File: src/rtl/intr_pin_cond_pkg.sv
package intr_pin_cond_pkg;

  localparam int NUM_PINS = 6;
  localparam int PEND_W   = 4;

  // pin vector positions
  localparam int PIN_EXT  = 0;
  localparam int PIN_SMI  = 1;
  localparam int PIN_MCHK = 2;
  localparam int PIN_CKST = 3;
  localparam int PIN_HRST = 4;
  localparam int PIN_SRST = 5;

  // pending vector positions
  localparam int PND_EXT  = 0;
  localparam int PND_SMI  = 1;
  localparam int PND_MCHK = 2;
  localparam int PND_SRST = 3;

  typedef struct packed {
    logic extLoad;
    logic smiLoad;
    logic mchkSet;
    logic mchkClear;
    logic haltLoad;
    logic srstLoad;
    logic hrstPulse;
  } pinStrobes_t;

endpackage

File: src/rtl/pin_event_ctl.sv
module pin_event_ctl
  import intr_pin_cond_pkg::*;
#(
  parameter int PINS = NUM_PINS
) (
  input  logic [PINS-1:0] pinIn,
  input  logic [PINS-1:0] lastLvl,
  input  logic            mchkClr,
  output pinStrobes_t     strobes
);

  logic [PINS-1:0] changed;

  // per-pin change detection: an event exists only when the level moves
  genvar g;
  generate
    for (g = 0; g < PINS; g++) begin : gChange
      assign changed[g] = pinIn[g] ^ lastLvl[g];
    end
  endgenerate

  always_comb begin
    strobes           = '0;
    strobes.extLoad   = changed[PIN_EXT];
    strobes.smiLoad   = changed[PIN_SMI];
    strobes.mchkSet   = changed[PIN_MCHK] & ~pinIn[PIN_MCHK];
    strobes.mchkClear = mchkClr;
    strobes.haltLoad  = changed[PIN_CKST];
    strobes.srstLoad  = changed[PIN_SRST];
    strobes.hrstPulse = changed[PIN_HRST] & pinIn[PIN_HRST];
  end

endmodule

File: src/rtl/pin_state_dp.sv
module pin_state_dp
  import intr_pin_cond_pkg::*;
#(
  parameter int PINS = NUM_PINS,
  parameter int PW   = PEND_W
) (
  input  logic            clk,
  input  logic            rstN,
  input  logic [PINS-1:0] pinIn,
  input  pinStrobes_t     strobes,
  output logic [PINS-1:0] lastLvl,
  output logic [PW-1:0]   pendVec,
  output logic            hardReq,
  output logic            haltOut,
  output logic            coreRstPulse
);

  logic [PW-1:0] pendNext;

  always_comb begin
    pendNext = pendVec;
    if (strobes.extLoad)  pendNext[PND_EXT]  = pinIn[PIN_EXT];
    if (strobes.smiLoad)  pendNext[PND_SMI]  = pinIn[PIN_SMI];
    if (strobes.srstLoad) pendNext[PND_SRST] = pinIn[PIN_SRST];
    // a new fall outranks an acknowledge in the same cycle
    if (strobes.mchkSet)        pendNext[PND_MCHK] = 1'b1;
    else if (strobes.mchkClear) pendNext[PND_MCHK] = 1'b0;
  end

  always_ff @(posedge clk or negedge rstN) begin
    if (!rstN) begin
      lastLvl      <= '0;
      pendVec      <= '0;
      haltOut      <= 1'b0;
      coreRstPulse <= 1'b0;
    end else begin
      lastLvl      <= pinIn;
      pendVec      <= pendNext;
      coreRstPulse <= strobes.hrstPulse;
      if (strobes.haltLoad) haltOut <= pinIn[PIN_CKST];
    end
  end

  assign hardReq = |pendVec;

endmodule

File: src/rtl/intr_pin_cond.sv
module intr_pin_cond
  import intr_pin_cond_pkg::*;
#(
  parameter int PINS = NUM_PINS,
  parameter int PW   = PEND_W
) (
  input  logic            clk,
  input  logic            rstN,
  input  logic [PINS-1:0] pinIn,
  input  logic            mchkClr,
  output logic [PW-1:0]   pendVec,
  output logic            hardReq,
  output logic            haltOut,
  output logic            coreRstPulse
);

  pinStrobes_t     strobes;
  logic [PINS-1:0] lastLvl;

  pin_event_ctl #(.PINS(PINS)) u_ctl (
    .pinIn   (pinIn),
    .lastLvl (lastLvl),
    .mchkClr (mchkClr),
    .strobes (strobes)
  );

  pin_state_dp #(.PINS(PINS), .PW(PW)) u_dp (
    .clk          (clk),
    .rstN         (rstN),
    .pinIn        (pinIn),
    .strobes      (strobes),
    .lastLvl      (lastLvl),
    .pendVec      (pendVec),
    .hardReq      (hardReq),
    .haltOut      (haltOut),
    .coreRstPulse (coreRstPulse)
  );

endmodule

File: config.mk
export PLATFORM = sky130hd
export DESIGN_NAME = intr_pin_cond
export DESIGN_NICKNAME = d
export VERILOG_FILES = /design/src/rtl/intr_pin_cond_pkg.sv /design/src/rtl/pin_event_ctl.sv /design/src/rtl/pin_state_dp.sv /design/src/rtl/intr_pin_cond.sv
export SDC_FILE = /design/constraint.sdc
export NUM_CORES = 1
export LEC_CHECK = 0
export BUFFER_PORTS_ARGS = -buffer_cell sky130_fd_sc_hd__buf_2
export CAP_MARGIN = 20
export CORE_AREA = 2 2 39 41
export DETAILED_ROUTE_END_ITERATION = 10
export DIE_AREA = 0 0 41 43
export SLEW_MARGIN = 20
export SYNTH_ARGS = -nofsm -noshare
export SYNTH_HDL_FRONTEND = slang
export SYNTH_SLANG_ARGS = --single-unit
File: constraint.sdc
create_clock -name clk -period 1.2 [get_ports clk]
set_input_delay 0.24 -clock clk [delete_from_list [all_inputs] [get_ports clk]]
set_output_delay 0.24 -clock clk [all_outputs]
set_load 0.02 [all_outputs]
==> flow_metrics.py <==
metrics = {
    "outcome": {
        "status": "complete, but fails checks",
        "violations": "setup timing",
    },
    "sta": {
        "relSlewSlack_pct": 83.0,
        "worst_pin_slew_ns": 0.255,
        "finalMaxSlewViolations": 0,
        "period_needed_ns": 1.57,
        "fin_skew_ns": 0.00465,
        "setup_viol": 1,
        "rsz0062_at_grt": "yes",
        "max_freq_ghz": 0.637,
        "holdWs_ns": 0.0905,
        "hold_viol": 0,
        "finalCritPeriodShare_pct": 131,
        "setup_slack_ns": -0.371,
    },
    "global_route": {
        "grt_overflow": 0,
        "grt_pass1_wl_um": 993,
        "antenna_found_initial": 0,
        "grt_use_total_pct": 8.89,
        "grt_max_degree": 13,
        "grt_pass1_vias": 255,
    },
    "die": {
        "start_util_pct": 27.5,
        "ioPinCount": 16,
        "core_um2": 1380,
        "fp.dieW_um": 41,
        "rows": 14,
        "fp.dieH_um": 43,
        "die_area_um2": 1760,
    },
    "power_and_ir_drop": {
        "ir_drop_v": 0.000539,
        "power_mw": 0.837,
        "power_density_nw_per_um2": 1440,
        "power.leakage_nw": 0.288,
    },
    "synthesis": {
        "yosys_warnings": 0,
        "synth_top_area_cell": "dfrtp_1",
        "syn-num-nets": 36,
        "synth_flop_cell": "dfrtp_1",
        "synthTopCellsByArea": "dfrtp_1 79%, maj3_1 5.3%, inv_1 3.9%",
        "netlist_area_um2": 380,
        "syn_inst": 27,
        "ys_types": 9,
        "seq_area_frac_synth_pct": 78.9,
        "avgSynthCellArea_um2": 14.1,
        "synth.top_cell.area_share_pct": 78.9,
        "post-synth-top-count-cell": "dfrtp_1",
        "synth-edff-count": 0,
        "async_reset_ff_share_pct": 100,
        "synth_seq_cells": 12,
        "yosys-top-cells-count": "12 x dfrtp_1, 4 x inv_1",
    },
    "clock_tree": {
        "cts_root_buf": "clkbuf_4",
        "numCtsBuffers": 3,
        "clockBufferDepth": 2,
        "clkSlewWorstSetupHoldPaths_ns": 0.07,
        "cts_tree": "yes",
        "clock_latency_ns": 0.26,
        "htreeDepth": 1,
        "clock-sinks": 12,
    },
    "worst_setup_path": {
        "critPathKind": "register to output port",
        "cp.required_ns": 0.96,
        "crit_fanout": 2,
        "crit_buf_inv": 1,
        "crit_slowest_cell": "or4_4",
        "critPathCaptureType": "output port",
        "slowest_delay_ns": 0.53,
        "crit_chain": "or4_4 > buf_6",
        "crit_arrival_ns": 1.33,
        "worstSetupStartpointType": "register",
        "crit_family": "simple AND/OR/NAND/NOR gates",
    },
    "placement": {
        "port_buffers": 15,
        "dp_slack_ns": -0.101,
        "gp_congestion": 0.528,
    },
    "detailed_routing": {
        "ant_nets": 0,
        "vias": 281,
        "vias_per_cell": 4.19,
        "drc": 0,
        "wl_per_cell_um": 9.64,
        "finalWirelength_um": 646,
        "drtPass1Iterations": 3,
        "drt_iter0_drc": 4,
    },
    "min_path": {
        "hp-class": "primary input to register",
    },
    "layout": {
        "nNetsFinal": 61,
        "drive_above_1_share_pct": 51.0,
        "fill_cells": 147,
        "register_area_um2": 304,
        "antennaDiodeCount": 0,
        "multi_input_area_um2": 68.8,
        "area.growth.synth_to_final_pct": 52.6,
    },
    "run": {
        "max-cap-violations": 0,
    },
}
power by group:
part           leakage [nW]  internal, mW  switching [mW]  total, mW
Sequential            0.138         0.434          0.0126      0.447
Clock                0.0150         0.128           0.123      0.251
Combinational         0.135        0.0726          0.0664      0.139
cell families (layout without fill, tap and decap cells):
| logic type | Yosys count | after routing | synth area share [%] |
|---|---|---|---|
| flops | 12 | 12 | 78.9 |
| simple gates | 6 | 6 | 7.57 |
| buf+inv | 4 | 28 | 3.95 |
| compound gates | 3 | 3 | 4.28 |
| fa+ha+maj | 2 | 2 | 5.26 |
repair_timing:
item | 4_1_cts | 5_1_grt
gates resized for setup | 6 | 4
endpoints found under the setup margin | 3 | 5
gates cloned | 0 | 0
setup buffers | 0 | 0
hold endpoints to repair | 12 | 0
hold buffers | 1 | 0
cell usage in the layout (no fill, tap or decap), types with 3 or more instances in the layout:
cell type and count:
clkbuf_4 3, dfrtp_1 9, buf_2 10, dfrtp_2 3
inv_1 4, buf_6 5, buf_4 4
registers in the layout (all words and copies together), names as in the netlist:
signal and cells:
u_dp.pendVec 4, u_dp.coreRstPulse 1, u_dp.haltOut 1, u_dp.lastLvl 6
cell type report:
class | instances | area share (%)
sequential | 12 | 52.4
clock buffer | 4 | 4.53
inverter | 4 | 2.59
multi-input combinational | 11 | 11.9
timing repair buffer | 20 | 25.2
tap | 16 | 3.45
worst reg2reg max path: stages, from the launching register on:
cell	delay [ns]
dfrtp_2	0.40
buf_4	0.14
maj3_1	0.34
metrics by stage:
stage / TNS (ns) / instance area, µm² / cells / utilization (%)
2_1_floorplan: -0.0627 / 388 / 27 / -
3_3_place_gp: -0.0946 / 513 / 62 / 37.1
3_5_place_dp: -0.101 / 513 / 62 / 37.1
4_1_cts: -0.388 / 568 / 67 / 41.0
5_1_grt: -0.415 / 581 / 67 / 42.0
6_report: -0.371 / 581 / 67 / 42.0
metal layers:
metal | track usage, % | part of all wire, % | wire length, µm | up-vias
met5 | 0 | 0 | 0 | -
met3 | 3.14 | 5.6 | 36 | 0
met1 | 10.5 | 43 | 276 | 135
met2 | 12.8 | 52 | 333 | 11
met4 | 6.00 | 0 | 0 | 0
li1 | - | - | - | 135
path summary, 6_finish.rpt:
path / slack (ns) / from / depth (start not counted) / end
setup / recovery: -0.37 / u_dp.pendVec[2]$_DFFE_PN0P_ / 2 / hardReq
hold / removal: 0.09 / pinIn[4] / 1 / u_dp.lastLvl[4]$_DFF_PN0_
setup reg to reg: 0.20 / u_dp.pendVec[0]$_DFFE_PN0P_ / 2 / u_dp.pendVec[0]$_DFFE_PN0P_
hold reg to reg: 0.39 / u_dp.lastLvl[4]$_DFF_PN0_ / 1 / u_dp.coreRstPulse$_DFF_PN0_
max in group asynchronous: 0.61 / rstN / 2 / u_dp.pendVec[2]$_DFFE_PN0P_
min in group asynchronous: 0.36 / rstN / 2 / u_dp.lastLvl[3]$_DFF_PN0_
No activity file was read; power rests on OpenSTA's default activity.
